**config.mk**
```make
export PLATFORM = sky130hd
export DESIGN_NAME = dcdma_channel
export DESIGN_NICKNAME = d
export VERILOG_FILES = /design/src/rtl/dcdma_pkg.sv /design/src/rtl/dcdma_status.sv /design/src/rtl/dcdma_engine.sv /design/src/rtl/dcdma_channel.sv
export SDC_FILE = /design/constraint.sdc
export NUM_CORES = 1
export LEC_CHECK = 0
export BUFFER_PORTS_ARGS = -buffer_cell sky130_fd_sc_hd__buf_2
export CAP_MARGIN = 30
export CORE_ASPECT_RATIO = 1.5
export CORE_MARGIN = 3
export CORE_UTILIZATION = 56
export CTS_CLUSTER_SIZE = 28
export DETAILED_ROUTE_END_ITERATION = 8
export GPL_ROUTABILITY_DRIVEN = 0
export PLACE_DENSITY_LB_ADDON = 0.12
export SYNTH_ARGS = -nofsm -noshare
export SYNTH_HDL_FRONTEND = slang
export SYNTH_SLANG_ARGS = --single-unit
```
**constraint.sdc**
```tcl
create_clock -name clk -period 8.5 [get_ports clk]
set_input_delay 0.85 -clock clk [delete_from_list [all_inputs] [get_ports clk]]
set_output_delay 0.85 -clock clk [all_outputs]
set_load 0.005 [all_outputs]
```
**src/rtl/dcdma_pkg.sv**
```systemverilog
package dcdma_pkg;
    localparam int WORD_W    = 32;
    localparam int DESC_WDS  = 4;
    localparam int IDX_W     = $clog2(DESC_WDS);
    localparam int ST_W      = 4;
    // status bit positions
    localparam int ST_FEND   = 0;
    localparam int ST_EXH    = 1;
    localparam int ST_HALT   = 2;
    localparam int ST_ERR    = 3;
    // control word flag positions
    localparam int CF_IRQ_FEND = 16;
    localparam int CF_IRQ_EXH  = 17;
    localparam int CF_CH_FEND  = 18;
    localparam int CF_CH_EXH   = 19;
    localparam int CF_FEND     = 20;
    localparam int CF_EXH      = 21;
    localparam int DS_FEND     = 31;
    // register map
    localparam logic [2:0] RA_CTL  = 3'd0;
    localparam logic [2:0] RA_STAT = 3'd1;
    localparam logic [2:0] RA_MASK = 3'd2;
    localparam logic [2:0] RA_DPTR = 3'd3;
    localparam logic [2:0] RA_NDPTR = 3'd4;
    localparam int CTL_STOP = 4;

    typedef enum logic [2:0] {
        S_IDLE, S_FETCH, S_XFER, S_WRITE, S_WB_CTL, S_WB_STAT
    } eng_state_e;
endpackage

```
**src/rtl/dcdma_status.sv**
```systemverilog
module dcdma_status
    import dcdma_pkg::*;
(
    input  logic            clk,
    input  logic            rst_n,
    input  logic [ST_W-1:0] set_i,
    input  logic            st_we,
    input  logic            mask_we,
    input  logic [ST_W-1:0] wdata_i,
    output logic [ST_W-1:0] status_o,
    output logic [ST_W-1:0] mask_o,
    output logic            irq_o
);
    always_ff @(posedge clk or negedge rst_n) begin
        if (!rst_n) begin
            status_o <= '0;
            mask_o   <= '0;
        end else begin
            status_o <= (st_we ? (status_o & wdata_i) : status_o) | set_i;
            if (mask_we)
                mask_o <= wdata_i;
        end
    end

    assign irq_o = |(status_o & ~mask_o);

    p_set_wins_r8: assert property (@(posedge clk) disable iff (!rst_n)
        (set_i != '0) |=> ((status_o & $past(set_i)) == $past(set_i)));

    p_clear_zero_r8: assert property (@(posedge clk) disable iff (!rst_n)
        (st_we && set_i == '0) |=> ((status_o & ~$past(wdata_i)) == '0));
endmodule

```
**src/rtl/dcdma_engine.sv**
```systemverilog
module dcdma_engine
    import dcdma_pkg::*;
#(
    parameter int AW = 32,
    parameter int CW = 16
) (
    input  logic              clk,
    input  logic              rst_n,
    input  logic              dptr_we,
    input  logic              ndptr_we,
    input  logic [AW-1:0]     wdata_i,
    input  logic              stop_i,
    output logic [AW-1:0]     dptr_o,
    output logic [AW-1:0]     ndptr_o,
    output logic              busy_o,
    output logic [ST_W-1:0]   set_o,
    output logic              halt_ack_o,
    output logic              mem_req_o,
    output logic              mem_we_o,
    output logic [AW-1:0]     mem_addr_o,
    output logic [WORD_W-1:0] mem_wdata_o,
    output logic [3:0]        mem_be_o,
    input  logic              mem_ack_i,
    input  logic [WORD_W-1:0] mem_rdata_i,
    input  logic              mem_err_i,
    input  logic              in_valid_i,
    input  logic [7:0]        in_data_i,
    input  logic              in_last_i,
    output logic              in_ready_o
);
    eng_state_e        state_q;
    logic [WORD_W-1:0] ctl_q;
    logic [AW-1:0]     buf_q, link_q;
    logic [IDX_W-1:0]  idx_q;
    logic [7:0]        byte_q;
    logic              last_q, fend_q;
    logic [CW-1:0]     stored_q;

    logic acc, ok, bad, go_halt, take_nd, take_link, chain_en;

    assign acc      = mem_req_o & mem_ack_i;
    assign ok       = acc & ~mem_err_i;
    assign bad      = acc & mem_err_i;
    assign chain_en = fend_q ? ctl_q[CF_CH_FEND] : ctl_q[CF_CH_EXH];
    assign busy_o   = (state_q != S_IDLE);

    // continuation decision
    always_comb begin
        go_halt   = 1'b0;
        take_nd   = 1'b0;
        take_link = 1'b0;
        unique case (state_q)
            S_IDLE: begin
                if (stop_i)                 go_halt = 1'b1;
                else if (ndptr_o != '0)     take_nd = 1'b1;
            end
            S_XFER: if (stop_i)             go_halt = 1'b1;
            S_WB_STAT: if (ok) begin
                if (stop_i)                 go_halt   = 1'b1;
                else if (chain_en && link_q != '0) take_link = 1'b1;
                else if (ndptr_o != '0)     take_nd   = 1'b1;
                else                        go_halt   = 1'b1;
            end
            default: ;
        endcase
        if (bad) go_halt = 1'b1;
    end

    always_comb begin
        set_o            = '0;
        set_o[ST_HALT]   = go_halt;
        set_o[ST_ERR]    = bad;
        set_o[ST_FEND]   = (state_q == S_WB_STAT) && ok && fend_q && ctl_q[CF_IRQ_FEND];
        set_o[ST_EXH]    = (state_q == S_WB_STAT) && ok && !fend_q && ctl_q[CF_IRQ_EXH];
    end
    assign halt_ack_o = go_halt & stop_i;

    // state register and datapath
    always_ff @(posedge clk or negedge rst_n) begin
        if (!rst_n) begin
            state_q  <= S_IDLE;
            dptr_o   <= '0;
            ndptr_o  <= '0;
            ctl_q    <= '0;
            buf_q    <= '0;
            link_q   <= '0;
            idx_q    <= '0;
            byte_q   <= '0;
            last_q   <= 1'b0;
            fend_q   <= 1'b0;
            stored_q <= '0;
        end else begin
            if (take_nd)  ndptr_o <= '0;
            if (ndptr_we) ndptr_o <= wdata_i;
            if (go_halt) begin
                state_q <= S_IDLE;
            end else begin
                unique case (state_q)
                    S_IDLE: begin
                        if (take_nd) begin
                            dptr_o  <= ndptr_o;
                            idx_q   <= '0;
                            state_q <= S_FETCH;
                        end else if (dptr_we) begin
                            dptr_o <= wdata_i;
                            idx_q  <= '0;
                            if (wdata_i != '0) state_q <= S_FETCH;
                        end
                    end
                    S_FETCH: if (ok) begin
                        unique case (idx_q)
                            IDX_W'(0): ctl_q  <= mem_rdata_i;
                            IDX_W'(2): buf_q  <= mem_rdata_i[AW-1:0];
                            IDX_W'(3): link_q <= mem_rdata_i[AW-1:0];
                            default: ;
                        endcase
                        idx_q <= idx_q + IDX_W'(1);
                        if (idx_q == IDX_W'(DESC_WDS - 1)) begin
                            stored_q <= '0;
                            last_q   <= 1'b0;
                            state_q  <= S_XFER;
                        end
                    end
                    S_XFER: begin
                        if (in_valid_i && in_ready_o) begin
                            byte_q  <= in_data_i;
                            last_q  <= in_last_i;
                            state_q <= S_WRITE;
                        end else if (ctl_q[CW-1:0] == '0) begin
                            fend_q  <= 1'b0;
                            state_q <= S_WB_CTL;
                        end
                    end
                    S_WRITE: if (ok) begin
                        buf_q          <= buf_q + AW'(1);
                        ctl_q[CW-1:0]  <= ctl_q[CW-1:0] - CW'(1);
                        stored_q       <= stored_q + CW'(1);
                        if (last_q) begin
                            fend_q  <= 1'b1;
                            state_q <= S_WB_CTL;
                        end else begin
                            state_q <= S_XFER;
                        end
                    end
                    S_WB_CTL: if (ok) state_q <= S_WB_STAT;
                    S_WB_STAT: begin
                        if (take_link || take_nd) begin
                            dptr_o  <= take_link ? link_q : ndptr_o;
                            idx_q   <= '0;
                            state_q <= S_FETCH;
                        end
                    end
                    default: state_q <= S_IDLE;
                endcase
            end
        end
    end

    // outputs
    always_comb begin
        mem_req_o   = 1'b0;
        mem_we_o    = 1'b0;
        mem_addr_o  = dptr_o;
        mem_wdata_o = '0;
        mem_be_o    = 4'hF;
        in_ready_o  = 1'b0;
        unique case (state_q)
            S_FETCH: begin
                mem_req_o  = 1'b1;
                mem_addr_o = dptr_o + AW'({idx_q, 2'b00});
            end
            S_XFER: in_ready_o = (ctl_q[CW-1:0] != '0) && !stop_i;
            S_WRITE: begin
                mem_req_o   = 1'b1;
                mem_we_o    = 1'b1;
                mem_addr_o  = {buf_q[AW-1:2], 2'b00};
                mem_wdata_o = {4{byte_q}};
                mem_be_o    = 4'b0001 << buf_q[1:0];
            end
            S_WB_CTL: begin
                mem_req_o   = 1'b1;
                mem_we_o    = 1'b1;
                mem_wdata_o = ctl_q;
                mem_wdata_o[CF_FEND] = ctl_q[CF_FEND] | fend_q;
                mem_wdata_o[CF_EXH]  = ctl_q[CF_EXH] | !fend_q;
            end
            S_WB_STAT: begin
                mem_req_o   = 1'b1;
                mem_we_o    = 1'b1;
                mem_addr_o  = dptr_o + AW'(4);
                mem_wdata_o = WORD_W'(stored_q);
                mem_wdata_o[DS_FEND] = fend_q;
            end
            default: ;
        endcase
    end

    p_req_held_r2: assert property (@(posedge clk) disable iff (!rst_n)
        (mem_req_o && !mem_ack_i) |=> (mem_req_o && $stable(mem_addr_o)));

    p_halt_idle_r7: assert property (@(posedge clk) disable iff (!rst_n)
        set_o[ST_HALT] |=> !busy_o);

    p_nd_consumed_r6: assert property (@(posedge clk) disable iff (!rst_n)
        (take_nd && !ndptr_we) |=> (ndptr_o == '0));
endmodule

```
**src/rtl/dcdma_channel.sv**
```systemverilog
module dcdma_channel
    import dcdma_pkg::*;
#(
    parameter int AW = 32,
    parameter int CW = 16
) (
    input  logic              clk,
    input  logic              rst_n,
    input  logic              reg_we,
    input  logic [2:0]        reg_addr,
    input  logic [31:0]       reg_wdata,
    output logic [31:0]       reg_rdata,
    output logic              irq,
    output logic              mem_req,
    output logic              mem_we,
    output logic [AW-1:0]     mem_addr,
    output logic [31:0]       mem_wdata,
    output logic [3:0]        mem_be,
    input  logic              mem_ack,
    input  logic [31:0]       mem_rdata,
    input  logic              mem_err,
    input  logic              in_valid,
    input  logic [7:0]        in_data,
    input  logic              in_last,
    output logic              in_ready
);
    logic            stop_q, busy, halt_ack;
    logic [AW-1:0]   dptr, ndptr;
    logic [ST_W-1:0] set_bits, status, mask;

    always_ff @(posedge clk or negedge rst_n) begin
        if (!rst_n)
            stop_q <= 1'b0;
        else if (reg_we && reg_addr == RA_CTL)
            stop_q <= reg_wdata[CTL_STOP];
        else if (halt_ack)
            stop_q <= 1'b0;
    end

    dcdma_engine #(.AW(AW), .CW(CW)) u_engine (
        .clk         (clk),
        .rst_n       (rst_n),
        .dptr_we     (reg_we && reg_addr == RA_DPTR),
        .ndptr_we    (reg_we && reg_addr == RA_NDPTR),
        .wdata_i     (reg_wdata[AW-1:0]),
        .stop_i      (stop_q),
        .dptr_o      (dptr),
        .ndptr_o     (ndptr),
        .busy_o      (busy),
        .set_o       (set_bits),
        .halt_ack_o  (halt_ack),
        .mem_req_o   (mem_req),
        .mem_we_o    (mem_we),
        .mem_addr_o  (mem_addr),
        .mem_wdata_o (mem_wdata),
        .mem_be_o    (mem_be),
        .mem_ack_i   (mem_ack),
        .mem_rdata_i (mem_rdata),
        .mem_err_i   (mem_err),
        .in_valid_i  (in_valid),
        .in_data_i   (in_data),
        .in_last_i   (in_last),
        .in_ready_o  (in_ready)
    );

    dcdma_status u_status (
        .clk      (clk),
        .rst_n    (rst_n),
        .set_i    (set_bits),
        .st_we    (reg_we && reg_addr == RA_STAT),
        .mask_we  (reg_we && reg_addr == RA_MASK),
        .wdata_i  (reg_wdata[ST_W-1:0]),
        .status_o (status),
        .mask_o   (mask),
        .irq_o    (irq)
    );

    always_comb begin
        reg_rdata = '0;
        unique case (reg_addr)
            RA_CTL:   begin
                reg_rdata[CTL_STOP] = stop_q;
                reg_rdata[0]        = busy;
            end
            RA_STAT:  reg_rdata = 32'(status);
            RA_MASK:  reg_rdata = 32'(mask);
            RA_DPTR:  reg_rdata = 32'(dptr);
            RA_NDPTR: reg_rdata = 32'(ndptr);
            default:  reg_rdata = '0;
        endcase
    end
endmodule

```
# Word level (Yosys, flattened, before mapping)

Index checks and enable logic that the tools add are counted.

Word-level logic and storage cells: 188
Output and inout port bits: 104
Register bits after elaboration: 200
Input port bits: 82

Bitwise logic cells: 12
Reduce and logical (&&, ||, !) cells: 47
Add/subtract/negate cells: 6
Eq/ne operators: 30
Shift-type cells: 1
Multiplexer cells: 77

Operators with widths:

| kind                                                  | number |
|---|---|
| two-way mux 32 bit                                    | 9 |
| case mux 32 bit (3 select lines)                      | 2 |
| case mux 32 bit (2 select lines)                      | 2 |
| two-way mux 16 bit                                    | 6 |
| nonzero test 32 bit                                   | 3 |
| case mux 16 bit (2 select lines)                      | 2 |
| case mux 27 bit (2 select lines)                      | 1 |
| two-way mux 3 bit                                     | 12 |
| adder 32 x 1 -> 32 bit, second input constant         | 1 |
| adder 32 x 3 -> 32 bit, second input constant         | 1 |
| adder 32 x 4 -> 32 bit                                | 1 |
| two-way mux 1 bit                                     | 28 |
| AND reduction 5 bit                                   | 5 |
| case mux 3 bit (6 select lines)                       | 1 |
| adder 16 x 1 -> 16 bit, second input constant         | 1 |
| logical NOT 16 bit                                    | 1 |
| nonzero test 16 bit                                   | 1 |
| subtractor 16 x 1 -> 16 bit, second input constant    | 1 |
| inequality test 3 x 1 -> 1 bit, second input constant | 5 |
| logical AND 1 bit                                     | 13 |
| == test 3 x 2 -> 1 bit, second input constant         | 4 |
| inequality test 2 x 1 -> 1 bit, second input constant | 6 |
| inequality test 4 x 1 -> 1 bit, second input constant | 3 |
| case mux 3 bit (4 select lines)                       | 1 |
| 32 further kinds                                      | 63 |

# Longest topological paths before layout

Word-level depth: 11
Mapped depth: 13
Depth with buffers taken out: 11

# Cells and area by module

Synthesis repeated with hierarchy kept, for this count alone.

Cells, all modules: 1289
Area total of the unflattened synthesis: 12145.4 sq um

Modules (own cells, without submodules):

| module        | times used | seq. area each (sq um) | area an instance (sq um) | cells an instance |
|---|---|---|---|---|
| dcdma_engine  | 1          | 4779.6                 | 11233.3                  | 1195 |
| dcdma_channel | 1          | 25.0                   | 580.6                    | 69 |
| dcdma_status  | 1          | 200.2                  | 331.6                    | 25 |

# Least setup slack after synthesis

Ideal clock, no wire load.

Kind: register to output
Start: register u_engine.state_q[1]
End: output port mem_addr[20]
Required time: 7.650 ns
Arrival: 2.721 ns
Buffers on the path: 2
Stages on the path, launching flop included: 14
Slack: 4.929 ns
Cells stage by stage: dfrtp_1 nand2b_1 or2_2 clkbuf_1 nand2_1 ha_1 fa_1 inv_1 or3_1 nor3_1 buf_2 nand3_1 o21a_1 o21ai_0

Longest elaborated chain between the ends: 2
Elaborated cells on any way between the ends: 4
Classes of those cells: 3 x eq/ne; 1 x mux

RTL lines:

| item                                        | RTL line            | source |
|---|---|---|
| start: declaration                          | dcdma_engine.sv:31  | `eng_state_e state_q;` |
| start signal: assignment                    | dcdma_engine.sv:81  | `state_q <= S_IDLE;` |
| start signal: assignment                    | dcdma_engine.sv:96  | `state_q <= S_IDLE;` |
| start signal: assignment                    | dcdma_engine.sv:103 | `state_q <= S_FETCH;` |
| == test 3 bit, or another cell as far along | dcdma_engine.sv:167 | `unique case (state_q)` |
| case mux 32 bit (3 select lines) *          | dcdma_engine.sv:167 |  |
| end: declaration                            | dcdma_channel.sv:16 | `output logic [AW-1:0] mem_addr,` |

Every way passes the cells marked *; elsewhere a longest branch is shown, timed or not.

# Final worst setup path

Start: register u_engine.state_q[1]
End: output port mem_addr[27]

The elaborated chain is that of the path after synthesis.

==> results.yml <==
clocking:
  cts_resized: 0
  cts_sinks: 200
  h-tree-depth: 4
  max-clock-path-buffers: 2
  clkTransAtPathRegs_ns: 0.07
  numCtsBuffers: 17
  clock_latency_ns: 0.45
  cts.hold.buffers_added: 0
  cts_tree: "built"
  post_cts_buffers: 0
  root_buffer: "clkbuf_16"
cells_and_area:
  fin_nets: 1598
  fin_area_sq_um: 13900
  fin_cells: 1784
  fill_cells: 1820
  drive_above_1_share_pct: 21.6
  syn_to_final_growth_pct: 13.7
  n_antenna_cell: 0
grt:
  overflow: 0
  antenna_found_initial: 0
  grt_use_total_pct: 33.4
  grt_pass1_vias: 11500
  grt_pass1_wl_microns: 63400
  grt_max_degree: 88
sta:
  max_freq_mhz: 176
  rsz0062_at_grt: "no"
  finalCriticalPeriod_ns: 5.68
  report.final.slew_viol_count: 0
  finalSetupViolCount: 0
  min_period_over_period_pct: 66.9
  skew_ns: 0.0120
  worstMarginPinSlew_ns: 1.02
  final.setup.tns_ns: 0
  final_hold_viol_count: 0
  max_slew_margin_pct: 31.7
die:
  rows: 65
  dieArea_sq_um: 23700
  die_h_microns: 187
  core_area_sq_um: 21200
  ioPinCount: 186
  die_w_microns: 127
  initial_utilization_pct: 57.7
logic_synthesis:
  synth-seq-cells: 200
  yosysTopAreaCell: "dfrtp_1"
  synth_ff_type: "dfrtp_1"
  ys_types: 70
  syn_nets: 1467
  yosys_warnings: 0
  synth_top_area_share_pct: 40.9
  syn-mean-instance-area_sq_um: 8.92
  ys_top_cells_by_area: "dfrtp_1 41%, mux2_2 5.5%, mux2i_1 4.9%"
  synthCells: 1373
  synth_edf_count: 0
  ys_seq_area_share_pct: 40.9
  netlist_area_sq_um: 12200
  synth-async-reset-ratio_pct: 100
routing:
  vias_per_cell: 6.69
  via_count: 11900
  drt_first_pass_iters: 8
  totalWireLength_microns: 40200
  drt-initial-drc-count: 1459
  ant_nets: 0
  drc_errors: 0
  routedWlPerCell_microns: 22.5
placement:
  dp_hpwl_microns: 30100
  placed_area_sq_um: 13300
  placed_cells: 1753
  port_buffers: 185
setup_path:
  required_ns: 7.65
  r2r_setup_slack_ns: 4.52
  path_max_fanout: 65
  worstSetupEndpointType: "primary output"
  worstRegToRegCells: 7
  crit_type: "reg -> out"
  worstReg2RegStart: "u_engine.state_q[1]"
  arrival_ns: 4.83
  cp-start-kind: "flip-flop"
  reg2reg_to: "u_engine.link_q[19]"
worst_hold_path:
  hp-class: "in -> async"
pwr:
  power_w: 0.00506
  ir_worst_vdd_v: 0.000182
  p_leak_nw: 6.14
  power_density_nw_per_um2: 363
flow_run:
  maxCapViolations: 0
outcome:
  status: "completed"
-- cell families after synthesis --
kind of cell / after synthesis / synth area share (%)
and+or+nand+nor: 430 / 17.5
adders and majority gates: 12 / 1.29
muxes: 121 / 10.6
buffers and inverters: 155 / 4.92
DFF: 200 / 40.9
AOI/OAI and AO/OA: 455 / 24.9
-- how the worst max path moves through the flow --
stage,from,to,slack [ns]
floorplan,u_engine.state_q[1],mem_addr[20],4.93
global placement,u_engine.state_q[1],mem_addr[24],3.03
detailed placement,u_engine.state_q[1],mem_addr[27],3.37
CTS,u_engine.state_q[1],mem_addr[27],2.90
global route,u_engine.state_q[1],mem_addr[31],2.44
finish,u_engine.state_q[1],mem_addr[27],2.82
-- sequential cells by signal, indices dropped and copies added, names as in the netlist --
name	count
u_status.mask_o	4
u_engine.state_q	3
u_engine.stored_q	16
u_engine.ctl_q	32
u_engine.ndptr_o	32
u_engine.dptr_o	32
u_engine.last_q	1
u_engine.fend_q	1
u_engine.link_q	32
stop_q	1
u_status.status_o	4
u_engine.byte_q	8
u_engine.idx_q	2
u_engine.buf_q	32
-- placed cells by master (no fill, tap or decap), drive strengths merged, types with 11 or more instances in the layout --
cell    count
nor2       79
mux2i      60
nand2b     37
inv        63
nand3      35
nand2     142
mux2       60
nand4      18
o21ai     117
nor3       23
a22o       60
ha         11
buf       209
a21oi      90
a22oi      21
o221ai     38
o22ai      28
clkbuf     19
dfrtp     200
or3        12
and3       15
a31oi      26
nor4       31
-- area by class of cell --
class | instances | area (sq um) | share of cell area (%)
Inverter | 57 | 214 | 1.54
Timing Repair Buffer | 210 | 1130 | 8.11
Multi-Input combinational cell | 1018 | 6660 | 47.8
Sequential cell | 200 | 5010 | 36.0
Clock inverter | 13 | 138 | 0.988
Clock buffer | 18 | 439 | 3.15
Tap cell | 268 | 335 | 2.41
-- power by group --
group | internal (W) | switching, W
Clock | 0.000421 | 0.000398
Combinational | 0.00100 | 0.00134
Sequential | 0.00135 | 0.000551
-- cell usage after synthesis (all sizes together) (4+ instances only) --
| cell type | n |
|---|---|
| ha | 11 |
| or4 | 4 |
| o21a | 10 |
| a22oi | 21 |
| a22o | 60 |
| a2bb2oi | 8 |
| o21ai | 117 |
| inv | 57 |
| nor2 | 79 |
| a21oi | 90 |
| nor4 | 31 |
| and3 | 15 |
| or3 | 12 |
| nand2b | 37 |
| or2 | 8 |
| nand4 | 18 |
| nand3 | 35 |
| o22ai | 28 |
| nor3 | 23 |
| o211ai | 4 |
| buf | 21 |
| and4 | 5 |
| mux2 | 60 |
| clkbuf | 77 |
| a31oi | 26 |
| o221ai | 38 |
| o2bb2ai | 5 |
| o22a | 10 |
| nand2 | 142 |
| and2 | 4 |
| a41oi | 5 |
| mux2i | 60 |
| nor2b | 6 |
| dfrtp | 200 |
-- per-stage QoR --
step                      setup slack (ns)  hold slack (ns)  utilization [%]
after floorplan                       4.93            0.464                -
after global placement                3.03            0.489             62.7
after detailed placement              3.37            0.495             62.9
after CTS                             2.90            0.474             65.6
after global routing                  2.44            0.488             65.6
final                                 2.82            0.442             65.6
-- critical path, stage by stage (launching register included) --
cell and delay, ns:
dfrtp_2 0.77, nand2b_1 0.63, or2_2 0.50, nand2_1 0.09, ha_1 0.17, a21oi_1 0.13, or3_1 0.47, nor3_1 0.66
buf_2 0.30, a41oi_1 0.14, a31oi_1 0.18, o221a_2 0.22, buf_2 0.11
-- routing by layer --
layer / share of wire (%) / track usage, % / vias up
met1: 40 / 43.0 / 5733
li1: - / - / 5405
met2: 48 / 55.1 / 653
met4: 5.0 / 16.7 / 0
met5: 0 / 0 / -
met3: 7.1 / 4.29 / 141
Power figures use the tool's default switching activity.
